--- src/rtl/adc_ser_pkg.sv ---
package adc_ser_pkg;
  // Leading non-payload bits of a frame: busy flag and constant zero,
  // plus the sign bit which is counted inside the payload.
  localparam int LEAD_BITS   = 2;
  localparam int SYNC_STAGES = 2;
endpackage

--- src/rtl/adc_ser_sync.sv ---
module adc_ser_sync #(
  parameter int              W       = 2,
  parameter int              STAGES  = 2,
  parameter logic [W-1:0]    RST_VAL = '0
) (
  input  logic         clk,
  input  logic         rst,
  input  logic [W-1:0] din,
  output logic [W-1:0] lvl,
  output logic [W-1:0] rise,
  output logic [W-1:0] fall
);
  logic [W-1:0] stg [STAGES];
  logic [W-1:0] prev;

  always_ff @(posedge clk) begin
    if (rst) stg[0] <= RST_VAL;
    else     stg[0] <= din;
  end

  for (genvar g = 1; g < STAGES; g++) begin : g_stage
    always_ff @(posedge clk) begin
      if (rst) stg[g] <= RST_VAL;
      else     stg[g] <= stg[g-1];
    end
  end

  always_ff @(posedge clk) begin
    if (rst) prev <= RST_VAL;
    else     prev <= stg[STAGES-1];
  end

  assign lvl  = stg[STAGES-1];
  assign rise = lvl & ~prev;
  assign fall = ~lvl & prev;
endmodule

--- src/rtl/adc_ser_encode.sv ---
module adc_ser_encode #(
  parameter int N = 29
) (
  input  logic signed [N+1:0] code,
  output logic        [N:0]   payload
);
  localparam logic signed [N+1:0] FS_POS = signed'({2'b00, 1'b1, {(N-1){1'b0}}});
  localparam logic signed [N+1:0] FS_NEG = -FS_POS;
  localparam logic signed [N+1:0] OFFS   = signed'({1'b0, 1'b1, {N{1'b0}}});

  logic signed [N+1:0] shifted;

  always_comb begin
    shifted = code + OFFS;
    if (code >= FS_POS)     payload = {2'b11, {(N-1){1'b0}}};
    else if (code < FS_NEG) payload = {2'b00, {(N-1){1'b1}}};
    else                    payload = shifted[N:0];
  end
endmodule

--- src/rtl/adc_ser_shift.sv ---
module adc_ser_shift #(
  parameter int FRAME_W = 32
) (
  input  logic               clk,
  input  logic               rst,
  input  logic               cs_lvl,
  input  logic               sclk_fall,
  input  logic               busy,
  input  logic [FRAME_W-3:0] payload,
  output logic               sdo_oe,
  output logic               sdo_data
);
  localparam int CW = $clog2(FRAME_W + 1);
  localparam int PW = FRAME_W - 2;

  logic [CW-1:0] cnt;
  logic [PW-1:0] sh;

  always_ff @(posedge clk) begin
    if (rst) begin
      cnt      <= '0;
      sh       <= '0;
      sdo_oe   <= 1'b0;
      sdo_data <= 1'b0;
    end else if (cs_lvl) begin
      cnt      <= '0;
      sdo_oe   <= 1'b0;
      sdo_data <= 1'b0;
    end else begin
      sdo_oe <= 1'b1;
      if (cnt == '0) begin
        if (sclk_fall && !busy) begin
          sh       <= payload;
          sdo_data <= 1'b0;
          cnt      <= CW'(1);
        end else begin
          sdo_data <= busy;
        end
      end else if (sclk_fall) begin
        if (cnt != CW'(FRAME_W)) cnt <= cnt + CW'(1);
        if (cnt < CW'(FRAME_W - 1)) begin
          sdo_data <= sh[PW-1];
          sh       <= {sh[PW-2:0], 1'b0};
        end else begin
          sdo_data <= 1'b0;
        end
      end
    end
  end

  AST_QUIET_WHEN_OFF: assert property (@(posedge clk) disable iff (rst)
    !sdo_oe |-> !sdo_data);
  AST_COUNT_LIMIT: assert property (@(posedge clk) disable iff (rst)
    cnt <= CW'(FRAME_W));
  AST_TAIL_ZERO: assert property (@(posedge clk) disable iff (rst)
    (cnt == CW'(FRAME_W)) |-> !sdo_data);
  AST_DUMMY_LOW: assert property (@(posedge clk) disable iff (rst)
    (cnt == CW'(1)) |-> !sdo_data);
  AST_FRAME_HELD: assert property (@(posedge clk) disable iff (rst)
    (cnt != '0 && !sclk_fall && !cs_lvl) |=> $stable(sh));
  AST_HOLD_BUSY: assert property (@(posedge clk) disable iff (rst)
    (cnt == '0 && busy && !cs_lvl) |=> (cnt == '0));
endmodule

--- src/rtl/adc_frame_serializer.sv ---
module adc_frame_serializer #(
  parameter int RES_W = 24,
  parameter int SUB_W = 5
) (
  input  logic                           clk,
  input  logic                           rst,
  input  logic                           conv_start,
  input  logic                           conv_done,
  input  logic signed [RES_W+SUB_W+1:0]  conv_code,
  input  logic                           sclk,
  input  logic                           cs_n,
  output logic                           sdo_data,
  output logic                           sdo_oe
);
  localparam int N       = RES_W + SUB_W;
  localparam int FRAME_W = N + 1 + adc_ser_pkg::LEAD_BITS;

  localparam logic signed [N+1:0] FS_POS = signed'({2'b00, 1'b1, {(N-1){1'b0}}});
  localparam logic signed [N+1:0] FS_NEG = -FS_POS;

  logic [1:0] s_lvl, s_rise, s_fall;
  logic       busy;
  logic [N:0] enc_payload;
  logic [N:0] res_q;

  adc_ser_sync #(
    .W(2), .STAGES(adc_ser_pkg::SYNC_STAGES), .RST_VAL(2'b10)
  ) u_sync (
    .clk(clk), .rst(rst), .din({cs_n, sclk}),
    .lvl(s_lvl), .rise(s_rise), .fall(s_fall)
  );

  adc_ser_encode #(.N(N)) u_enc (
    .code(conv_code), .payload(enc_payload)
  );

  always_ff @(posedge clk) begin
    if (rst) begin
      busy  <= 1'b1;
      res_q <= '0;
    end else if (conv_done) begin
      busy  <= 1'b0;
      res_q <= enc_payload;
    end else if (conv_start) begin
      busy  <= 1'b1;
    end
  end

  adc_ser_shift #(.FRAME_W(FRAME_W)) u_shift (
    .clk(clk), .rst(rst),
    .cs_lvl(s_lvl[1]), .sclk_fall(s_fall[0]),
    .busy(busy), .payload(res_q),
    .sdo_oe(sdo_oe), .sdo_data(sdo_data)
  );

  AST_SIGN_TRACKS: assert property (@(posedge clk) disable iff (rst)
    (conv_code >= FS_NEG && conv_code < FS_POS) |-> (enc_payload[N] == !conv_code[N+1]));
  AST_OVER_FLAG: assert property (@(posedge clk) disable iff (rst)
    (conv_code >= FS_POS) |-> (enc_payload[N:N-1] == 2'b11));
  AST_UNDER_FLAG: assert property (@(posedge clk) disable iff (rst)
    (conv_code < FS_NEG) |-> (enc_payload[N:N-1] == 2'b00));
  AST_NO_RISE_EFFECT: assert property (@(posedge clk) disable iff (rst)
    (s_rise[0] && !conv_start && !conv_done && !s_lvl[1] && $past(!s_lvl[1])) |=> $stable(sdo_data));
endmodule

--- config.mk ---
export PLATFORM = sky130hd
export DESIGN_NAME = adc_frame_serializer
export DESIGN_NICKNAME = d
export VERILOG_FILES = /design/src/rtl/adc_ser_pkg.sv /design/src/rtl/adc_ser_sync.sv /design/src/rtl/adc_ser_encode.sv /design/src/rtl/adc_ser_shift.sv /design/src/rtl/adc_frame_serializer.sv
export SDC_FILE = /design/constraint.sdc
export NUM_CORES = 1
export LEC_CHECK = 0
export BUFFER_PORTS_ARGS = -buffer_cell sky130_fd_sc_hd__buf_4
export CAP_MARGIN = 20
export CORE_MARGIN = 1.5
export CORE_UTILIZATION = 35
export DETAILED_ROUTE_END_ITERATION = 8
export PLACE_DENSITY_LB_ADDON = 0.2
export SLEW_MARGIN = 10
export SYNTH_ARGS = -nofsm -noshare
export SYNTH_HDL_FRONTEND = slang
export SYNTH_SLANG_ARGS = --single-unit
export TNS_END_PERCENT = 50
--- constraint.sdc ---
create_clock -name clk -period 3.9 [get_ports clk]
set_input_delay 0.975 -clock clk [delete_from_list [all_inputs] [get_ports clk]]
set_output_delay 0.975 -clock clk [all_outputs]
set_load 0.01 [all_outputs]
# Yosys cells after proc, flatten, opt, wreduce, memory -nomap -nowiden
# Memory sizes are Yosys's and may differ from the RTL's.
# Index checks and enable logic that the tools add are counted.
[totals]
ff_bits = 70
mem_bits_rw = 4
in_bits = 37
wordCells = 52
n_memories = 1
[classes]
add_sub_neg = 2
n_lt_le_gt_ge = 3
eq_ne = 2
muxes = 22
bitwise = 5
reduce_logical = 10
[memory_table]
columns = ["name", "depth", "word_bits", "read_ports", "rd_clocked_by_memory_dff", "write_ports", "line", "rtl"]
rows = [
  ["u_sync.stg", 2, 2, 2, 0, 2, "adc_ser_sync.sv:13", "logic [W-1:0] stg [STAGES];"],
]
[ops]
columns = ["op", "n"]
rows = [
  ["$mux 30", 6],
  ["$ge 31x30->1 const B", 1],
  ["$lt 31x29->1 const B", 1],
  ["$add 30x30->30 const B", 1],
  ["$mux 6", 4],
  ["$mux 1", 10],
  ["$reduce_bool 2->1", 4],
  ["$add 6x1->6 const B", 1],
  ["$logic_not 6->1", 1],
  ["$lt 6x5->1 const B", 1],
  ["$ne 6x6->1 const B", 1],
  ["$mux 2", 2],
  ["$reduce_and 4->1", 1],
  ["$reduce_and 3->1", 1],
  ["$ne 2x2->1 const B", 1],
  ["$not 1->1", 2],
  ["$or 1x1->1", 2],
  ["$reduce_or 2->1", 1],
  ["$and 1x1->1", 1],
  ["$logic_and 1x1->1", 1],
  ["$logic_not 1->1", 1],
]

# Depth between registers and ports, before layout
# Gate-level depths: netlist of the first run.
[logic_depth]
ltp_word = 5
depth_mapped = 7

# By module
# Synthesis of the first run repeated with hierarchy kept, for this count alone.
[unflattened]
hier_cells = 400
hier_area_um2 = 3455.8
[modules_own_cells]
columns = ["module", "instances", "cells_per_inst", "area_per_inst_um2", "seq_area_each_um2"]
rows = [
  ["adc_ser_shift", 1, 182, 1549.0, 760.7],
  ["adc_frame_serializer", 1, 100, 1127.3, 620.6],
  ["adc_ser_encode", 1, 102, 596.8, 0.0],
  ["adc_ser_sync", 1, 16, 182.7, 120.1],
]

# Worst setup path before layout of the first run
# Ideal clock, no wire load.
[synth_path]
path_type = "input to register"
from = "input conv_code[29]"
to = "register res_q[10]"
setup_time_ps = 70
arrival_time_ps = 1908
setup_slack_ps = 1922
path_stages = 6
path_cell_list = "o21bai_1 > and2_1 > clkbuf_1 > clkbuf_1 > o21ai_0 > a21oi_1"
[synth_between]
elab_chain_cells = 3
elab_cells_between_ends = 4
[synth_rtl]
columns = ["item", "line", "rtl"]
rows = [
  ["start: declaration", "adc_frame_serializer.sv:9", "input logic signed [RES_W+SUB_W+1:0] conv_code,"],
  ["$lt 31x29->1", "adc_ser_encode.sv:16", "else if (code < FS_NEG) payload = {2'b00, {(N-1){1'b1}}};"],
  ["$mux 30", "adc_ser_encode.sv:16", ""],
  ["$mux 30 (*)", "adc_ser_encode.sv:15", "if (code >= FS_POS) payload = {2'b11, {(N-1){1'b0}}};"],
  ["end signal: assignment", "adc_frame_serializer.sv:43", "res_q <= enc_payload;"],
  ["end: declaration", "adc_frame_serializer.sv:24", "logic [N:0] res_q;"],
]
# Mark *: on every way between the ends. The rest lies on a longest branch, timed or not.
# A chain may end at the register's enable or synchronous reset.

==> out/qor.csv, run 1 <==
metric,value,unit
Slowest cell on crit path,and2_1,
Worst Path Required,4.16,ns
core area,8300,um^2
"slowest stage delay, CP",0.78,ns
status,completed,
total global-route track usage,0.155,
slack of the critical path,1.63,ns
RR Startpoint,u_shift.cnt[0],
Max Clock Freq,440,MHz
total gr overflow,0,
fillers,868,
Initial Util,0.364,
Hold Crit Class,flip-flop to flip-flop,
vias in the first global route,2451,
Area Growth Syn to Fin,16.4,%
Multi-input gate area,1410,um^2
antenna violations before repair,0,
setup tns final,0,ns
first-pass GRT wire length,11.0,mm
row cnt,33,
Synth Flop Type,dfxtp_1,
Vias per Instance,5.01,
synth unique cells,33,
worst path cell trace,buf_4 > and2_1 > o21ai_0 > a21oi_1,
Pre-antenna DRT Iters,4,
Final Hold Viols,0,
number of inserted diodes,0,
Mapped Nets,399,
# hold bufs at CTS,0,
Reg2Reg Setup Slack,1.72,ns
"EDFF count, synth",0,
leading area contributor after synthesis,dfxtp_1,
"Arr. time, crit path",2.53,ns
drt total wl,6.49,mm
clock skew,0.0132,ns
largest vdd supply drop,229,uV
Synth Register Bits,74,
top-area cell type share of the netlist area,0.490,
GP Congestion,0.714,
pin count of the biggest net entering global routing,68,
Hold WS,0.409,ns
Root Driver,clkbuf_8,
RR Endpoint,u_shift.sh[13],
Die Width,95.9,um
Reg area,1480,um^2
Worst Hold End,u_sync.stg[1][1],
DRT antenna net count,0,
Worst Max-Slew Pin Slew,0.926,ns
Final Core Density,0.424,
Mapped Cells,360,
Synth area leaders,"dfxtp_1, a311oi_1, nand2_1, nand2b_1, a21oi_1",
post-detailed-route DRC marker count,0,
Worst-Skew Late Latency,0.34,ns
CTS max path bufs,2,
CP max FO,34,
Num CTS Buffers,9,
Top Ports,39,
CTS sink count,74,
final setup fails,0,
hold wc startpoint,u_sync.stg[0][1],
max-slew violation count,0,
Synth async-reset ratio,0,
# port buffers,38,
Resized cells post-CTS,0,
sequential share of the synthesized area,0.490,
RSZ-0062 raised after global routing,false,
pre-CTS setup slack,1.32,ns
H-tree lvl count,3,
fin crit share,0.583,
Pwr Total,1.43,mW
die height,95.9,um
min cycle time layout,2.27,ns
Setup crit start kind,input port,
CTS tree,yes,
Post-CTS Setup Bufs,0,
Crit Path Class,input port to flip-flop,
vias post-DR,2472,
Max Cap Viol,0,
Hold Path Depth,1,
Pwr Density,406,nW/um^2
YS warnings,0,
reg2reg path depth,7,
Crit. End Element,flip-flop,
dpl hpwl,3.81,mm
die area,9200,um^2
Worst-path clk slew,0.08,ns
share of cells above drive strength 1,0.160,
P_leak,1.19,nW
Initial DRC Count,142,
DR WL/cell,13.2,um
syn avg cell area,8.40,um^2
Post-Syn Area,3020,um^2
Slew Limit Headroom,0.383,
nets,422,
-- cells by family (layout without fill, tap and decap cells) --
kind of cell               Yosys count  after routing  share of synthesized area
adders and majority gates            2              2                    0.00828
xor gates and xnor gates             3              3                    0.00869
AOI/OAI and AO/OA                   96             96                      0.208
muxes                                1              1                    0.00331
and+or+nand+nor                    152            152                      0.236
buffers and inverters               32             60                     0.0451
DFF                                 74             74                      0.490
-- registers in the layout, summed over array words and instances (netlist names) --
name and flops:
busy 1, res_q 30, u_shift.cnt 6, u_shift.sdo_data 1, u_shift.sdo_oe 1, u_shift.sh 30
u_sync.prev 1, u_sync.stg 4
-- where the power goes --
part           leakage, nW  switching (mW)  internal [mW]
Clock               0.0924           0.277          0.265
Sequential           0.603          0.0117          0.778
Combinational        0.499          0.0507         0.0477
Total                 1.19           0.339           1.09
-- stage by stage --
stage	instance area, um^2	std cells
3_5_place_dp	3340	477
6_report	3520	493
5_1_grt	3520	493
4_1_cts	3520	493
3_3_place_gp	3340	477
2_1_floorplan	3020	360
-- layout by cell type, fill, tap and decap left out --
cell type   Yosys  layout
dfxtp_1        74      74
nand2_1        60      60
buf_4           3      41
nor2_1         39      39
a21oi_1        31      31
nand2b_1       31      31
a311oi_1       30      30
o21ai_0        29      29
clkbuf_8        0      11
nor2b_1         4       4
inv_1           3       3
or2_2           3       3
nor3_1          3       3
xor2_1          3       3
and2_1          2       2
o21bai_1        2       2
nand4_1         2       2
ha_1            2       2
clkinv_2        0       2
nand3b_1        1       1
nor4b_2         1       1
or4b_1          1       1
mux2i_1         1       1
o31ai_1         1       1
and4_1          1       1
or2_1           1       1
a2111oi_4       1       1
nor2_2          1       1
a211oi_1        1       1
and3_1          1       1
a221oi_1        1       1
nand3_1         1       1
clkbuf_1       21       1
clkinv_4        0       1
clkinvlp_4      0       1
-- layer usage --
layer,vias up,routed length (um),global-route usage
li1,1282,-,-
met2,37,3060,0.268
met4,0,64,0.0478
met5,-,0,0
met3,5,295,0.0506
met1,1148,3060,0.180
-- synth_stat cells (3+ instances only) --
master    number
xor2_1         3
or2_2          3
buf_2          4
nand2_1       60
clkbuf_1      21
nor2b_1        4
nand2b_1      31
a21oi_1       31
dfxtp_1       74
inv_1          3
a311oi_1      30
buf_4          3
nor2_1        39
o21ai_0       29
nor3_1         3
-- area by class of cell --
class / count / share of cell area
well taps: 105 / 0.0373
multi-input cells: 254 / 0.399
clock inverters: 4 / 0.00747
clock buffers: 12 / 0.0441
inverters: 3 / 0.00320
flip-flops and latches: 74 / 0.421
repair buffers: 41 / 0.0875
-- worst max-delay path, delay by kind of cell --
kind / cells / cell delay (ns)
buf+inv: 1 / 0.27
compound gates: 2 / 0.48
simple gates: 1 / 0.78
-- worst max-delay path by stage --
stage	start	endpoint	cells past startpoint	slack [ns]
2_1_floorplan	conv_code[29]	res_q[10]	6	1.92
3_3_place_gp	conv_done	res_q[22]	4	1.41
3_5_place_dp	conv_done	res_q[9]	4	1.32
4_1_cts	conv_done	res_q[9]	4	1.65
5_1_grt	conv_done	res_q[9]	4	1.52
6_report	conv_done	res_q[9]	4	1.63
(Power assumes the default switching activity.)
==> run 2: changes to the inputs <==
==> constraint.sdc (replaced) <==
create_clock -name clk -period 1.97 [get_ports clk]
set_input_delay 0.4925 -clock clk [delete_from_list [all_inputs] [get_ports clk]]
set_output_delay 0.4925 -clock clk [all_outputs]
set_load 0.01 [all_outputs]
==> run 2 against run 1 <==
Sequential share of layout area decreased by 2.6 points. Critical path depth increased by 3. Clock skew decreased by 0.0074 ns. Final cell count increased by 2.0%. Register-to-register slack got worse by 1.7 ns. Non-clock buffer count increased by 13. Clock-buffer cell count increased by 1. Flip-flop and latch count unchanged. Utilization increased by 2.9 points. Clock power increased by 88%. Via count increased by 4.3%.
==> out/qor.csv, run 2 (synthesized netlist as in run 1, its figures left out) <==
metric,value,unit
Area Growth Syn to Fin,24.3,%
drt total wl,7.34,mm
final setup fails,0,
Reg2Reg Setup Slack,0.003,ns
P_sw,641,uW
H-tree lvl count,3,
Worst-path clk slew,0.07,ns
Crit Path Class,flip-flop to flip-flop,
RR Endpoint,u_shift.sh[28],
GP Congestion,0.804,
RR Startpoint,u_shift.cnt[0],
worst path cell trace,ha_1 > and4_4 > a2111oi_4 > buf_4 > clkbuf_16 > nor2_1 > a311oi_1,
DRT antenna net count,0,
"Arr. time, crit path",2.21,ns
number of inserted diodes,0,
Worst Path Buf+Inv,2,
Sw Share,0.230,
vias in the first global route,2328,
fin crit share,0.999,
share of cells above drive strength 1,0.204,
post-detailed-route DRC marker count,0,
Hold Crit Class,input port to flip-flop,
Root Driver,clkbuf_8,
# placed instances,482,
core area,8300,um^2
status,completed,
Initial Util,0.364,
Vias per Instance,5.13,
Top Ports,39,
Pwr Density,743,nW/um^2
fillers,816,
Final Hold Viols,0,
min cycle time layout,1.97,ns
total global-route track usage,0.151,
nets,435,
Power Internal,2.15,mW
power share of the combinational group,0.074,
Max Cap Viol,0,
Non-Filler Instances,503,
Max Clock Freq,508,MHz
Num CTS Buffers,9,
die area,9200,um^2
first-pass GRT wire length,10.6,mm
crit path from,u_shift.cnt[0],
Worst Path Required,2.21,ns
CP max FO,7,
vias post-DR,2578,
met2 WL,3.35,mm
# port buffers,38,
Crit. End Element,flip-flop,
met1 WL,3.60,mm
Slowest cell on crit path,a2111oi_4,
Crit path depth,7,
antenna violations before repair,0,
Worst-Skew Late Latency,0.34,ns
largest vdd supply drop,285,uV
Initial DRC Count,108,
CTS max path bufs,2,
total gr overflow,0,
Slew Limit Headroom,0.689,
P_leak,1.31,nW
top flop regs,"res_q: 30 flops, u_shift.sh: 30 flops, u_shift.cnt: 6 flops",
"slowest stage delay, CP",0.38,ns
# hold bufs at CTS,0,
Die Width,95.9,um
Worst Max-Slew Pin Slew,0.466,ns
dpl hpwl,3.93,mm
DR WL/cell,14.6,um
Seq pwr share,0.560,
most frequent cells in the layout,"dfxtp_1, nand2_1, buf_4",
DR WL met3,292,um
Highest Signal Layer,met4,
Top delay family on crit path,compound AO/OA/AOI/OAI gates,
Reg area,1480,um^2
clock skew,0.00578,ns
die height,95.9,um
Setup crit start kind,flip-flop,
"commonest non-fill, non-tap cell in the layout",dfxtp_1,
CTS sink count,74,
max-slew violation count,0,
pin count of the biggest net entering global routing,61,
Multi-input gate area,1460,um^2
Final Core Density,0.453,
Pre-antenna DRT Iters,4,
share of total power in the clock network,0.366,
CTS tree,yes,
row cnt,33,
crit path capture,u_shift.sh[28],
reg2reg path depth,7,
==> run 2: cell count changes in the layout (fill, tap and decap cells not counted), sizes merged <==
cell      before  now
clkinvlp       1    0
clkbuf        12   17
buf           41   50
clkinv         3    0
==> run 2: worst reg2reg max path, delay by kind of cell (launching register included) <==
family,cells,cell delay [ns]
flip-flops,1,0.33
AND/OR/NAND/NOR,2,0.26
adder cells (fa/ha/maj),1,0.23
AO/OA/AOI/OAI,2,0.65
buffers and inverters,2,0.40
==> run 2: final cells by class <==
| class | count | area share |
|---|---|---|
| timing repair buffer | 54 | 0.137 |
| multi-input combinational | 254 | 0.387 |
| clock buffer | 13 | 0.0423 |
| inverter | 3 | 0.00300 |
| sequential | 74 | 0.395 |
| tap | 105 | 0.0350 |
==> run 2: how the worst min path moves through the flow <==
stage	from	endpoint	slack (ns)	cells past startpoint
after floorplan	u_sync.stg[0][1]	u_sync.stg[1][1]	0.39	1
after detailed placement	u_sync.stg[0][1]	u_sync.stg[1][1]	0.40	1
after global placement	u_sync.stg[0][1]	u_sync.stg[1][1]	0.40	1
after global routing	cs_n	u_sync.stg[0][1]	0.33	2
after CTS	cs_n	u_sync.stg[0][1]	0.32	2
final	cs_n	u_sync.stg[0][1]	0.33	2
==> run 2: power groups by stage <==
stage	sequential, mW	combinational, mW	clock [mW]
3_5_place_dp	1.60	0.204	0
5_1_grt	1.57	0.232	1.11
2_1_floorplan	1.59	0.115	0
3_3_place_gp	1.60	0.205	0
6_report	1.56	0.206	1.02
4_1_cts	1.56	0.205	1.05
==> run 2: through the flow <==
step / hold slack [ns] / setup TNS [ns] / cell area (um^2) / total power, mW / setup WS, ns
finish: 0.332 / 0 / 3760 / 2.79 / 0.00274
global route: 0.326 / -0.316 / 3760 / 2.91 / -0.0708
CTS: 0.317 / 0 / 3560 / 2.82 / 0.0108
detailed placement: 0.398 / 0 / 3400 / 1.80 / 0.0291
global placement: 0.395 / 0 / 3400 / 1.80 / 0.107
floorplan: 0.389 / 0 / 3020 / 1.71 / 0.215
==> run 2: per-layer routing <==
metal | GRT usage | vias to the layer above
met5 | 0 | -
met4 | 0.0735 | 0
met3 | 0.0332 | 10
met2 | 0.245 | 48
met1 | 0.189 | 1210
li1 | - | 1310
==> run 2: what timing repair did <==
item                                    4_1_cts  5_1_grt
endpoints found under the setup margin        0       29
hold endpoints to repair                      0        0
gates resized for setup                       0       19
buffers inserted                              0        2
